$ cat src/rtl/dfd_pkg.sv
package dfd_pkg;
   typedef logic [3:0] bcd_t;
   localparam bcd_t BCD_TOP = 4'd9;
   typedef enum logic {ST_RUN = 1'b0, ST_WAIT = 1'b1} mode_t;
endpackage

$ cat src/rtl/dfd_sync2.sv
module dfd_sync2 #(
   parameter int             W       = 2,
   parameter logic [W-1:0]   RST_VAL = '0
) (
   input  logic         clk,
   input  logic         rst,
   input  logic [W-1:0] d,
   output logic [W-1:0] q
);
   logic [W-1:0] stage1;

   always_ff @(posedge clk) begin
      if (rst) begin
         stage1 <= RST_VAL;
         q      <= RST_VAL;
      end else begin
         stage1 <= d;
         q      <= stage1;
      end
   end
endmodule

$ cat src/rtl/dfd_prescaler.sv
module dfd_prescaler #(
   parameter int DIV = 5000
) (
   input  logic clk,
   input  logic rst,
   input  logic clr,
   input  logic en,
   output logic tick
);
   localparam int CW = (DIV > 1) ? $clog2(DIV) : 1;

   generate
      if (DIV == 1) begin : g_passthru
         assign tick = en;
      end else begin : g_count
         logic [CW-1:0] cnt;
         logic          at_end;
         assign at_end = (cnt == CW'(DIV - 1));
         assign tick   = en && at_end;
         always_ff @(posedge clk) begin
            if (rst || clr)  cnt <= '0;
            else if (en)     cnt <= at_end ? '0 : cnt + 1'b1;
         end
      end
   endgenerate
endmodule

$ cat src/rtl/dfd_decade_chain.sv
module dfd_decade_chain
   import dfd_pkg::*;
#(
   parameter int N       = 5,
   parameter int TAP_HI  = 1,
   parameter int TAP_MID = 2,
   parameter int TAP_LO  = 3
) (
   input  logic       clk,
   input  logic       rst,
   input  logic       clr,
   input  logic       inc,
   output logic [2:0] tap_lsb
);
   bcd_t           dig   [N];
   logic [N-1:0]   carry;

   assign carry[0] = inc;

   generate
      for (genvar i = 0; i < N; i++) begin : g_digit
         always_ff @(posedge clk) begin
            if (rst || clr)        dig[i] <= '0;
            else if (carry[i])     dig[i] <= (dig[i] == BCD_TOP) ? '0 : dig[i] + 1'b1;
         end
         if (i < N - 1) begin : g_carry
            assign carry[i+1] = carry[i] && (dig[i] == BCD_TOP);
         end
      end
   endgenerate

   assign tap_lsb = {dig[TAP_HI][0], dig[TAP_MID][0], dig[TAP_LO][0]};
endmodule

$ cat src/rtl/dfd_ctrl.sv
module dfd_ctrl
   import dfd_pkg::*;
#(
   parameter int ARM_HOLD = 10_000_000
) (
   input  logic clk,
   input  logic rst,
   input  logic arm_s,
   input  logic sync_s,
   output logic waiting,
   output logic sync_rise,
   output logic clr,
   output logic run_en
);
   localparam int HW = $clog2(ARM_HOLD);

   mode_t          st;
   logic           sync_d;
   logic [HW-1:0]  hold;
   logic           arm_done;

   assign sync_rise = sync_s && !sync_d;
   assign arm_done  = (st == ST_RUN) && !arm_s && (hold == HW'(ARM_HOLD - 1));
   assign waiting   = (st == ST_WAIT);
   assign run_en    = (st == ST_RUN);
   assign clr       = arm_done || waiting;

   always_ff @(posedge clk) begin
      if (rst) begin
         st     <= ST_RUN;
         hold   <= '0;
         sync_d <= 1'b0;
      end else begin
         sync_d <= sync_s;
         unique case (st)
            ST_RUN: begin
               if (arm_done) begin
                  st   <= ST_WAIT;
                  hold <= '0;
               end else if (!arm_s) begin
                  hold <= hold + 1'b1;
               end else begin
                  hold <= '0;
               end
            end
            ST_WAIT: begin
               hold <= '0;
               if (sync_rise) st <= ST_RUN;
            end
            default: st <= ST_RUN;
         endcase
      end
   end
endmodule

$ cat src/rtl/dfd_top.sv
module dfd_top #(
   parameter int TICK_DIV = 5000,
   parameter int ARM_HOLD = 10_000_000,
   parameter int N_DIGITS = 5,
   parameter int TAP_HI   = 1,
   parameter int TAP_MID  = 2,
   parameter int TAP_LO   = 3
) (
   input  logic clk,
   input  logic rst,
   input  logic arm_n,
   input  logic sync_in,
   output logic out_hi,
   output logic out_mid,
   output logic out_lo
);
   generate
      if (TICK_DIV < 1)
         $error("dfd_top: TICK_DIV must be at least 1");
      if (ARM_HOLD < 2)
         $error("dfd_top: ARM_HOLD must be at least 2");
      if (!(TAP_HI < TAP_MID && TAP_MID < TAP_LO && TAP_LO < N_DIGITS && TAP_HI >= 0))
         $error("dfd_top: taps must rise strictly and fit inside the chain");
   endgenerate

   logic [1:0] in_s;
   logic       arm_s, sync_s;
   logic       waiting, sync_rise, clr, run_en, tick;
   logic [2:0] lsb;

   dfd_sync2 #(.W(2), .RST_VAL(2'b10)) u_sync (
      .clk (clk),
      .rst (rst),
      .d   ({arm_n, sync_in}),
      .q   (in_s)
   );
   assign arm_s  = in_s[1];
   assign sync_s = in_s[0];

   dfd_ctrl #(.ARM_HOLD(ARM_HOLD)) u_ctrl (
      .clk       (clk),
      .rst       (rst),
      .arm_s     (arm_s),
      .sync_s    (sync_s),
      .waiting   (waiting),
      .sync_rise (sync_rise),
      .clr       (clr),
      .run_en    (run_en)
   );

   dfd_prescaler #(.DIV(TICK_DIV)) u_pre (
      .clk  (clk),
      .rst  (rst),
      .clr  (clr),
      .en   (run_en),
      .tick (tick)
   );

   dfd_decade_chain #(
      .N       (N_DIGITS),
      .TAP_HI  (TAP_HI),
      .TAP_MID (TAP_MID),
      .TAP_LO  (TAP_LO)
   ) u_chain (
      .clk     (clk),
      .rst     (rst),
      .clr     (clr),
      .inc     (tick),
      .tap_lsb (lsb)
   );

   assign out_hi  = ~lsb[2];
   assign out_mid = ~lsb[1];
   assign out_lo  = ~lsb[0];
endmodule

$ cat config.mk
export PLATFORM = sky130hd
export DESIGN_NAME = dfd_top
export DESIGN_NICKNAME = d
export VERILOG_FILES = /design/src/rtl/dfd_pkg.sv /design/src/rtl/dfd_sync2.sv /design/src/rtl/dfd_prescaler.sv /design/src/rtl/dfd_decade_chain.sv /design/src/rtl/dfd_ctrl.sv /design/src/rtl/dfd_top.sv
export SDC_FILE = /design/constraint.sdc
export NUM_CORES = 1
export LEC_CHECK = 0
export ABC_CLOCK_PERIOD_IN_PS = 2200
export BUFFER_PORTS_ARGS = -buffer_cell sky130_fd_sc_hd__buf_4
export CAP_MARGIN = 20
export CORE_MARGIN = 4
export CORE_UTILIZATION = 50
export DETAILED_ROUTE_END_ITERATION = 6
export GPL_ROUTABILITY_DRIVEN = 0
export PLACE_DENSITY = 0.65
export SETUP_SLACK_MARGIN = 0.05
export SYNTH_ARGS = -nofsm -noshare
export SYNTH_HDL_FRONTEND = slang
export SYNTH_SLANG_ARGS = --single-unit
export TNS_END_PERCENT = 30
$ cat constraint.sdc
create_clock -name clk -period 2.2 [get_ports clk]
set_input_delay 0.11 -clock clk [delete_from_list [all_inputs] [get_ports clk]]
set_output_delay 0.11 -clock clk [all_outputs]
set_load 0.05 [all_outputs]
# After elaboration in Yosys (flattened, before gate mapping)
# Memory sizes are Yosys's and may differ from the RTL's.
# Index checks and enable logic that the tools add are counted.
# op_classes
n_reduce_logical	12
n_mux	34
bitwise	9
div	0
mul	0
n_addsub	7
shifts	0
order_cmp	0
eq_ne	7
# ops
cell	count
24-bit two-way mux	2
24-bit case mux with 2 select lines	1
4-bit two-way mux	10
24-bit by 1-bit adder with 24-bit output, second input constant	1
24-bit equality test, second input constant	1
4-bit by 1-bit adder with 4-bit output, second input constant	5
4-bit equality test, second input constant	5
1-bit two-way mux	19
13-bit by 1-bit adder with 13-bit output, second input constant	1
13-bit equality test, second input constant	1
13-bit two-way mux	1
1-bit logical AND	8
1-bit OR	5
1-bit NOT	4
1-bit zero test	2
1-bit logical OR	2
1-bit case mux with 2 select lines	1
# totals
out_inout_bits	3
memories	1
elab_cells	76
romBits	0
regBits	43
input_bits	4
latchBits	0
ram_bits	20
# mem_list
memory	depth	width	rd	rd_ports_with_merged_regs	write_ports	line	text
u_chain.dig	5	4	5	0	5	dfd_decade_chain.sv:15	bcd_t dig [N];

# Longest topological paths before layout
# Gate-level depths: netlist of run 1.
# logic_depth
depth_word	10
ltp_mapped	8
depth_no_buf	6

# Modules after synthesis
# A second synthesis of run 1 with hierarchy kept.
# hier_totals
hier_cells	286
hier_area_um2	2862.7
# by_module_without_submodules
module	n_inst	area_per_inst_um2	cells_per_inst
dfd_ctrl	1	1267.5	135
dfd_decade_chain	1	897.1	75
dfd_prescaler	1	581.8	65
dfd_sync2	1	105.1	8
dfd_top	1	11.3	3

# Worst setup path before layout of run 1
# Ideal clock, no wire load.
# synth_path
kind	register to register
start	register u_ctrl.hold[0]
end	memory u_chain.dig[1][0] in the netlist's numbering, enable pin
setup_slack_ps	276
required_time_ps	1862
stages_incl_launch_ff	8
n_path_buf	2
arrival_ps	1586
setup_time_ps	338
path_cell_list	dfxtp_1 ha_1 and4_1 buf_6 nand4_2 o21ai_1 buf_2 o21bai_1
# synth_rtl
element	line	text
start: declaration	dfd_ctrl.sv:19	logic [HW-1:0] hold;
start signal: assignment	dfd_ctrl.sv:41	hold <= hold + 1'b1;
end: declaration	dfd_decade_chain.sv:15	

==> metrics.yaml, run 1 <==
power_density_nw_per_um2: 702.6
synth_fa_ha_area_frac: 0.04348
fmax_mhz: 499.1
drc_errors: 0
syn_area_um2: 2878
synthSimpleGateAreaFrac: 0.2857
wl_per_cell_um: 13.67
p_leak_nw: 1.145
status: "completed"
cts.sinks: 59
slowest_delay_ns: 0.41
area_delta_synth_final_pct: 13.91
dp_cells: 371
die_w_um: 83.87
seq_power_share: 0.499
grt_overflow: 0
synthArstFlopShare: 0
die_y_um: 83.87
rsz0062_at_grt: "false"
setup_viol: 0
place_hpwl_um: 3809
netSwitchingFraction: 0.2093
power.internal_mw: 1.821
cts_max_level: 3
cts_buffer_depth: 2
grt_max_degree: 18
path_cells: "ha_1 > and4_1 > nand4_2 > o21ai_4 > buf_4 > nand2b_2"
ant_nets: 0
syn_area_per_cell_um2: 9.855
clkSlewWorstSetupHoldPaths_ns: 0.06
yosys.area_share.xor_xnor: 0.09739
layout_commonest_cell: "dfxtp_1"
ys_seq_elements: 59
vias: 2131
p_switching_uw: 481.9
ys_types: 49
slew_violations: 0
diodes: 0
core-area_um2: 5540
synth.top_cell.area_share: 0.2991
numCtsBuffers: 9
cp.arrival_ns: 2.04
start_kind: "flop"
cpMaxStageDelayCell: "dfxtp_1"
synth.yosys.seq_area_share: 0.4661
synth_top_family_by_area: "simple AND/OR/NAND/NOR gates"
netlist_instances: 292
dp_slack_ns: 0.1703
synth-edff-count: 16
clk_latency_ns: 0.34
synth_area_leader_cell: "dfxtp_1"
io_buffers: 6
first_global_vias: 2009
dr.pass1.iters: 6
grt_pass1_wl_um: 9294
synth-compound-area-share: 0.06261
synth_flop_cell: "dfxtp_1"
worstPathMaxFanout: 9
fin_cells: 389
relSlewSlack: 0.6941
cap_violations: 0
layout_common_cells: "43 x dfxtp_1, 27 x nor2_1, 20 x nor3_1, 20 x xor2_1, 19 x buf_4"
hold_viol: 0
dieArea_um2: 7033
start_util: 0.5194
fin_crit_sh: 0.9107
syn_nets: 306
required_ns: 2.24
tns_ns: 0
comb_power_share: 0.040
cts_tree: "yes"
grt_antenna_before_repair: 0
peakVddDrop_uv: 402.7
track_usage: 0.1630
nets: 326
fin_ws_ns: 0.1964
drt_first_iter_violations: 99
drive_above_1_share: 0.1577
tightest_slew_ns: 0.4579
io_pins: 7
cts_root_buffer: "clkbuf_8"
yosys-top-cells-area: "dfxtp_1 30%, edfxtp_1 17%, xor2_1 6.1%"
min_period_ns: 2.004
crit_type: "reg2reg"
cp_num_buf_inv: 1
skew_ns: 0.006358
hold_ws_ns: 0.01819
min_path_type: "in2reg"
cp_top_family: "simple AND/OR/NAND/NOR gates"
synthMuxAreaShare: 0
drt_wl_total_um: 5318
p_clk_frac: 0.461
rows: 27
via_per_inst: 5.478
ys_warn_count: 0
endpoint_kind: "flop"
-- synth_stat cells, drive strengths merged, types with 3 or more instances --
library cell,count
dfxtp,43
nor2,27
nor3,20
xor2,20
nand4,17
edfxtp,16
nand3,16
buf,12
xnor2,12
inv,11
o21ai,11
ha,10
nand2,10
or3,9
a21oi,8
and4,8
nor4,6
nor2b,5
and2,4
and3,3
-- worst register-to-register path, cell delays in order, from the launching register on --
cell and delay (ns):
dfxtp_1 0.41, ha_1 0.25, and4_1 0.25, nand4_2 0.18, o21ai_4 0.26, buf_4 0.19
nand2b_2 0.17
-- what timing repair did --
action,4_1_cts,5_1_grt
buffers inserted,0,0
endpoints found under the setup margin,0,4
endpoints found under the hold margin,2,0
hold buffers,2,0
resized for setup,0,2
-- metrics by stage --
stage          total power [mW]  area [um^2]    util
6_report                  2.303         3278  0.5917
4_1_cts                   2.332         3268  0.5899
3_5_place_dp              1.260         3027  0.5463
5_1_grt                   2.387         3278  0.5917
3_3_place_gp              1.259         3027  0.5463
2_1_floorplan             1.227         2878       -
-- cell families (layout without fill, tap and decap cells) --
logic type,count (synthesis),in the layout
buffers and inverters,23,48
AND/OR/NAND/NOR,140,140
adder cells (fa/ha/maj),10,10
XOR/XNOR,32,32
flip-flops,59,59
AO/OA/AOI/OAI,28,28
-- sequential cells by signal, summed over array words and instances (netlist names) --
signal / flops
u_chain.dig: 16
u_sync.stage1: 2
u_pre.g_count.cnt: 13
u_ctrl.sync_d: 1
u_ctrl.hold: 24
u_sync.q: 2
u_ctrl.waiting: 1
-- power groups by stage --
stage	Combinational [mW]	Clock, mW	Sequential, mW
after global placement	0.0870	0	1.17
after global routing	0.103	1.13	1.15
after floorplan	0.0551	0	1.17
after detailed placement	0.0869	0	1.17
after CTS	0.0909	1.09	1.15
final	0.0919	1.06	1.15
-- per-layer routing --
layer  track usage  routed length (um)  vias to the layer above
met5             0                   0                        -
met4       0.06579                  63                        0
met3       0.04541                 175                        7
met2        0.2401                2356                       21
met1        0.2252                2723                     1005
li1              -                   -                     1098
-- path summary, 6_finish.rpt --
check	start	end	slack [ns]	cells past startpoint
setup / recovery	u_ctrl.hold[0]	u_chain.dig[0][2]	0.20	6
hold / removal	rst	u_ctrl.sync_d	0.02	2
setup reg to reg	u_ctrl.hold[0]	u_chain.dig[0][2]	0.20	6
hold reg to reg	u_sync.stage1[1]	u_sync.q[1]	0.41	1
-- area by class of cell --
cell class	count	area, um^2
fill	500	2262
multi-input combinational	210	1421
sequential	59	1341
clock buffer	12	176.4
timing repair buffer	21	162.7
tap	72	90.09
clock inverter	4	45.04
inverter	11	41.29
(Power assumes the default switching activity.)
==> run 2: changes to the inputs <==
--- a/config.mk
+++ b/config.mk
@@ -8,12 +8,13 @@
 export ABC_CLOCK_PERIOD_IN_PS = 2200
 export BUFFER_PORTS_ARGS = -buffer_cell sky130_fd_sc_hd__buf_4
 export CAP_MARGIN = 20
+export CORE_ASPECT_RATIO = 1.25
 export CORE_MARGIN = 4
 export CORE_UTILIZATION = 50
 export DETAILED_ROUTE_END_ITERATION = 6
 export GPL_ROUTABILITY_DRIVEN = 0
 export PLACE_DENSITY = 0.65
-export SETUP_SLACK_MARGIN = 0.05
+export SETUP_SLACK_MARGIN = 0.02
 export SYNTH_ARGS = -nofsm -noshare
 export SYNTH_HDL_FRONTEND = slang
 export SYNTH_SLANG_ARGS = --single-unit
==> run 2 against run 1 <==
Against the previous run:
- maximum frequency hardly changed
- non-clock buffer count decreased by 4
- critical path depth is the same
- clock skew grew 0.0026 ns
- routed wire length shrank 0.51%
- via count down 0.94%
- clock power fell by 7%
- largest power group unchanged
- sequential cell count is the same
- worst hold slack got worse by 0.0016 ns
- power decreased by 3.6%
==> metrics.yaml, run 2 (synthesis results as in run 1) <==
power.internal_mw: 1.754  # -3.7%
start_util: 0.5215  # +0.002120
layout_commonest_cell: "dfxtp_1"
worstPathMaxFanout: 29  # +20
seq_area_um2: 1341  # unchanged
status: "completed"
fmax_mhz: 499.3  # about the same
seq_power_share: 0.520  # +0.021
r2r_cells: 6  # unchanged
p_leak_nw: 1.113  # -2.7%
comb_power_share: 0.036  # -0.004
tns_ns: 0  # unchanged
grt_overflow: 0  # unchanged
layout_common_cells: "43 x dfxtp_1, 27 x nor2_1, 20 x nor3_1, 20 x xor2_1"
min_path_type: "in2reg"
p_switching_uw: 465.2  # -3.5%
slew_violations: 0  # unchanged
power_density_nw_per_um2: 689.4  # -1.9%
ant_nets: 0  # unchanged
postCtsSetupBuffers: 0  # unchanged
area_delta_synth_final_pct: 11.87
rr_startpoint: "u_ctrl.hold[0]"
max_flop_register: "u_ctrl.hold"
rsz0062_at_grt: "false"
io_buffers: 6  # unchanged
place_hpwl_um: 3788  # -0.55%
cts.sinks: 59  # unchanged
first_global_vias: 2006  # -0.15%
ctsResizeCount: 0  # unchanged
clkSlewWorstSetupHoldPaths_ns: 0.06  # about the same
endpoint_kind: "flop"
drc_errors: 0  # unchanged
track_usage: 0.1645  # +0.001516
peakVddDrop_uv: 333.9  # -17%
cts_tree: "yes"
regToRegSetupSlack_ns: 0.20  # about the same
r2r-end: "u_chain.dig[1][2]"
top_regs: "u_ctrl.hold: 24 flops, u_chain.dig: 16 flops, u_pre.g_count.cnt: 13 flops"
io_pins: 7  # unchanged
largest_reg_flops: 24  # unchanged
grt_use_met1: 0.1850  # -0.04026
die_y_um: 92.82  # +11%
postCtsHoldBufs: 3  # +1
nets: 322  # -1.2%
drt_first_iter_violations: 138  # +39%
fin_crit_sh: 0.9104  # about the same
power_mw: 2.219  # -3.6%
drt_wl_total_um: 5291  # -0.51%
via_per_inst: 5.599  # +2.2%
setup_viol: 0  # unchanged
relSlewSlack: 0.7356  # +0.04145
gr-max-usage-layer: "met2"
cts_root_buffer: "clkbuf_8"
grt_max_degree: 30  # +12
rows: 30  # +11%
skew_ns: 0.008946  # +0.002588 ns
vias: 2111  # -0.94%
dr.pass1.iters: 4  # -2
met3_usage: 0.03583  # -0.009579
p_clk_frac: 0.444  # -0.017
core-area_um2: 5518  # -0.41%
start_kind: "flop"
required_ns: 2.20  # -0.04 ns
numCtsBuffers: 9  # unchanged
drive_above_1_share: 0.1310  # -0.02674
cap_violations: 0  # unchanged
dieArea_um2: 7041  # +0.11%
met2_usage: 0.2779  # +0.03780
grt_pass1_wl_um: 8797  # -5.3%
crit_end: "u_chain.dig[1][2]"
netSwitchingFraction: 0.2096  # +0.0003368
wl_per_cell_um: 14.03  # +2.7%
cts_max_level: 3  # unchanged
clk_latency_ns: 0.34  # about the same
min_period_ns: 2.003  # -0.0006910 ns
diodes: 0  # unchanged
cts_buffer_depth: 2  # unchanged
tightest_slew_ns: 0.3952  # -0.06268 ns
multi_input_area_um2: 1411  # -0.70%
cp.arrival_ns: 2.00  # -0.04 ns
crit_start: "u_ctrl.hold[0]"
die_w_um: 75.86  # -9.6%
hold_viol: 0  # unchanged
crit_type: "reg2reg"
grt_antenna_before_repair: 0  # unchanged
fillers: 501  # +0.20%
## run 2: per-stage QoR
step	setup slack, ns	std cells	cell area [um^2]	hold slack [ns]	utilization
2_1_floorplan	0.2764	292	2878	0.1816	-
3_3_place_gp	0.2599	358	2992	0.3031	0.5422
6_report	0.1971	377	3219	0.01656	0.5834
4_1_cts	0.1880	377	3219	0.003606	0.5834
5_1_grt	0.03682	377	3219	0.01568	0.5834
3_5_place_dp	0.2039	358	2992	0.3006	0.5422
## run 2: per-layer routing
layer | part of all wire | wire, um
met1 | 0.45 | 2407
met3 | 0.017 | 89
met5 | 0 | 0
met2 | 0.51 | 2683
met4 | 0.021 | 110
## run 2: how the worst min path moves through the flow
stage                             endpoint  startpoint  slack, ns  depth (start not counted)
final                          u_sync.q[0]         rst       0.02                          2
after global routing           u_sync.q[0]         rst       0.02                          2
after CTS                      u_sync.q[0]         rst      0.004                          2
after detailed placement  u_sync.stage1[1]       arm_n       0.30                          2
after global placement    u_sync.stage1[1]       arm_n       0.30                          2
after floorplan              u_ctrl.sync_d         rst       0.18                          1
## run 2: power groups by stage
stage	logic (mW)	registers, mW	clock network [mW]
2_1_floorplan	0.0551	1.17	0
3_3_place_gp	0.0752	1.18	0
3_5_place_dp	0.0761	1.18	0
4_1_cts	0.0813	1.15	1.01
5_1_grt	0.0916	1.16	1.04
6_report	0.0802	1.15	0.986
## run 2: area by class of cell
class	instances	area share
clock buffers	14	0.05052
well taps	64	0.02487
clock inverters	2	0.01088
flip-flops and latches	59	0.4166
multi-input cells	210	0.4384
inverters	11	0.01283
repair buffers	17	0.04586
## run 2: worst max-delay path: stages, from the launching register on
cell	delay (ns)
dfxtp_1	0.40
ha_1	0.23
and4_1	0.24
nand4_2	0.15
o21ai_2	0.23
buf_12	0.19
o21bai_1	0.22
==> run 3: changes to the inputs <==
--- a/config.mk
+++ b/config.mk
@@ -9,7 +9,7 @@
 export BUFFER_PORTS_ARGS = -buffer_cell sky130_fd_sc_hd__buf_4
 export CAP_MARGIN = 20
 export CORE_ASPECT_RATIO = 1.25
-export CORE_MARGIN = 4
+export CORE_MARGIN = 2
 export CORE_UTILIZATION = 50
 export DETAILED_ROUTE_END_ITERATION = 6
 export GPL_ROUTABILITY_DRIVEN = 0
==> run 3 against run 2 <==
Against the previous run:
- final cell count up 1.9%
- combinational power up 9.9%
- via count is 0.76% higher
- critical path type unchanged
- highest routed layer unchanged
==> metrics.yaml, run 3 (synthesis results as in run 1) <==
status: "completed"
power.internal_mw: 1.676  # -4.4%
first_global_vias: 2056  # +2.5%
ant_nets: 0  # unchanged
layout_commonest_cell: "dfxtp_1"
dr.pass1.iters: 4  # unchanged
fmax_mhz: 507.0  # +1.5%
max_flop_register: "u_ctrl.hold"
cpMaxStageDelayCell: "dfxtp_1"
power_density_nw_per_um2: 665.1  # -3.5%
drt_first_iter_violations: 65  # -53%
comb_power_share: 0.041  # +0.005
die_y_um: 88.82  # -4.3%
cts_tree: "yes"
rsz0062_at_grt: "false"
nets: 329  # +2.2%
drt_wl_total_um: 5345  # +1.0%
fin_crit_sh: 0.8966  # -0.01382
tightest_slew_ns: 0.4350  # +0.03979 ns
wl_per_cell_um: 13.92  # -0.82%
clkSlewWorstSetupHoldPaths_ns: 0.06  # about the same
cts_buffer_depth: 2  # unchanged
diodes: 0  # unchanged
cp.arrival_ns: 1.96  # -0.04 ns
core-area_um2: 5480  # -0.68%
layout_common_cells: "43 x dfxtp_1, 27 x nor2_1, 21 x buf_4"
worstPathMaxFanout: 10  # -66%
p_clk_frac: 0.428  # -0.016
min_period_ns: 1.973  # -0.03039 ns
required_ns: 2.19  # about the same
cts.sinks: 59  # unchanged
grt_max_degree: 24  # -20%
crit_type: "reg2reg"
min_path_type: "reg2reg"
cts_max_level: 3  # unchanged
cap_violations: 0  # unchanged
hold_viol: 0  # unchanged
cts_root_buffer: "clkbuf_8"
tns_ns: 0  # unchanged
p_leak_nw: 1.144  # +2.8%
track_usage: 0.1869  # +0.02233
drc_errors: 0  # unchanged
relSlewSlack: 0.7100  # -0.02555
rows: 30  # unchanged
slowest_delay_ns: 0.40  # about the same
seq_power_share: 0.532  # +0.012
slew_violations: 0  # unchanged
p_switching_uw: 489.8  # +5.3%
start_util: 0.5251  # +0.003572
path_cells: "ha_1 > and4_1 > nand4_2 > o21ai_4 > o21bai_1"
grt_overflow: 0  # unchanged
grt_antenna_before_repair: 0  # unchanged
area_delta_synth_final_pct: 13.17
io_pins: 7  # unchanged
peakVddDrop_uv: 379.6  # +14%
grt_pass1_wl_um: 9114  # +3.6%
clk_latency_ns: 0.33  # about the same
die_w_um: 71.86  # -5.3%
via_per_inst: 5.539  # -1.1%
netSwitchingFraction: 0.2261  # +0.01655
top_regs: "u_ctrl.hold: 24 flops, u_chain.dig: 16 flops, u_pre.g_count.cnt: 13 flops"
io_buffers: 6  # unchanged
vias: 2127  # +0.76%
largest_reg_flops: 24  # unchanged
start_kind: "flop"
numCtsBuffers: 9  # unchanged
power_mw: 2.166  # -2.4%
dieArea_um2: 6382  # -9.4%
setup_viol: 0  # unchanged
drive_above_1_share: 0.1563  # +0.02526
place_hpwl_um: 3895  # +2.8%
skew_ns: 0.01217  # +0.003221 ns
endpoint_kind: "flop"
## run 3: area by class of cell
cell class | instances | area, um^2
timing repair buffer | 24 | 187.7
fill | 481 | 2223
multi-input combinational | 210 | 1419
tap | 64 | 80.08
clock inverter | 4 | 21.27
inverter | 11 | 41.29
sequential | 59 | 1341
clock buffer | 12 | 166.4
## run 3: final timing paths
check             slack [ns]                 to  cells past startpoint              from
hold / removal          0.41        u_sync.q[1]                      1  u_sync.stage1[1]
setup / recovery        0.23  u_chain.dig[1][1]                      5    u_ctrl.hold[0]
hold reg to reg         0.41        u_sync.q[1]                      1  u_sync.stage1[1]
setup reg to reg        0.23  u_chain.dig[1][1]                      5    u_ctrl.hold[0]
## run 3: worst max-delay path: cells and delay by family (launching register included)
| family | cells | cell delay, ns |
|---|---|---|
| flops | 1 | 0.40 |
| simple gates | 2 | 0.43 |
| compound gates | 2 | 0.58 |
| fa+ha+maj | 1 | 0.23 |
## run 3: power by group through the flow
stage	Combinational [mW]	Sequential (mW)	Clock, mW
finish	0.0881	1.15	0.926
global route	0.0990	1.15	0.987
CTS	0.0858	1.15	0.946
detailed placement	0.0802	1.18	0
global placement	0.0797	1.17	0
floorplan	0.0551	1.17	0
## run 3: what timing repair did
item	CTS	global route
hold endpoints to repair	3	0
setup endpoints to repair	0	16
resized for setup	0	1
setup buffers	0	2
hold buffers	3	0
## run 3: routing by layer
| layer | wire [um] | global-route usage | vias up |
|---|---|---|---|
| met2 | 2741 | 0.3283 | 16 |
| met5 | 0 | 0 | - |
| li1 | - | - | 1102 |
| met3 | 123 | 0.05467 | 9 |
| met4 | 101 | 0.08748 | 0 |
| met1 | 2379 | 0.2080 | 1000 |
## run 3: stage by stage
step / setup WS, ns / cell area [um^2] / hold WS (ns) / instances / utilization
floorplan: 0.2764 / 2878 / 0.1816 / 292 / -
finish: 0.2275 / 3257 / 0.4137 / 384 / 0.5943
detailed placement: 0.1018 / 3017 / 0.2979 / 363 / 0.5505
global route: 0.05959 / 3257 / 0.4266 / 384 / 0.5943
global placement: 0.1817 / 3017 / 0.2994 / 363 / 0.5505
CTS: 0.08034 / 3234 / 0.4167 / 382 / 0.5902
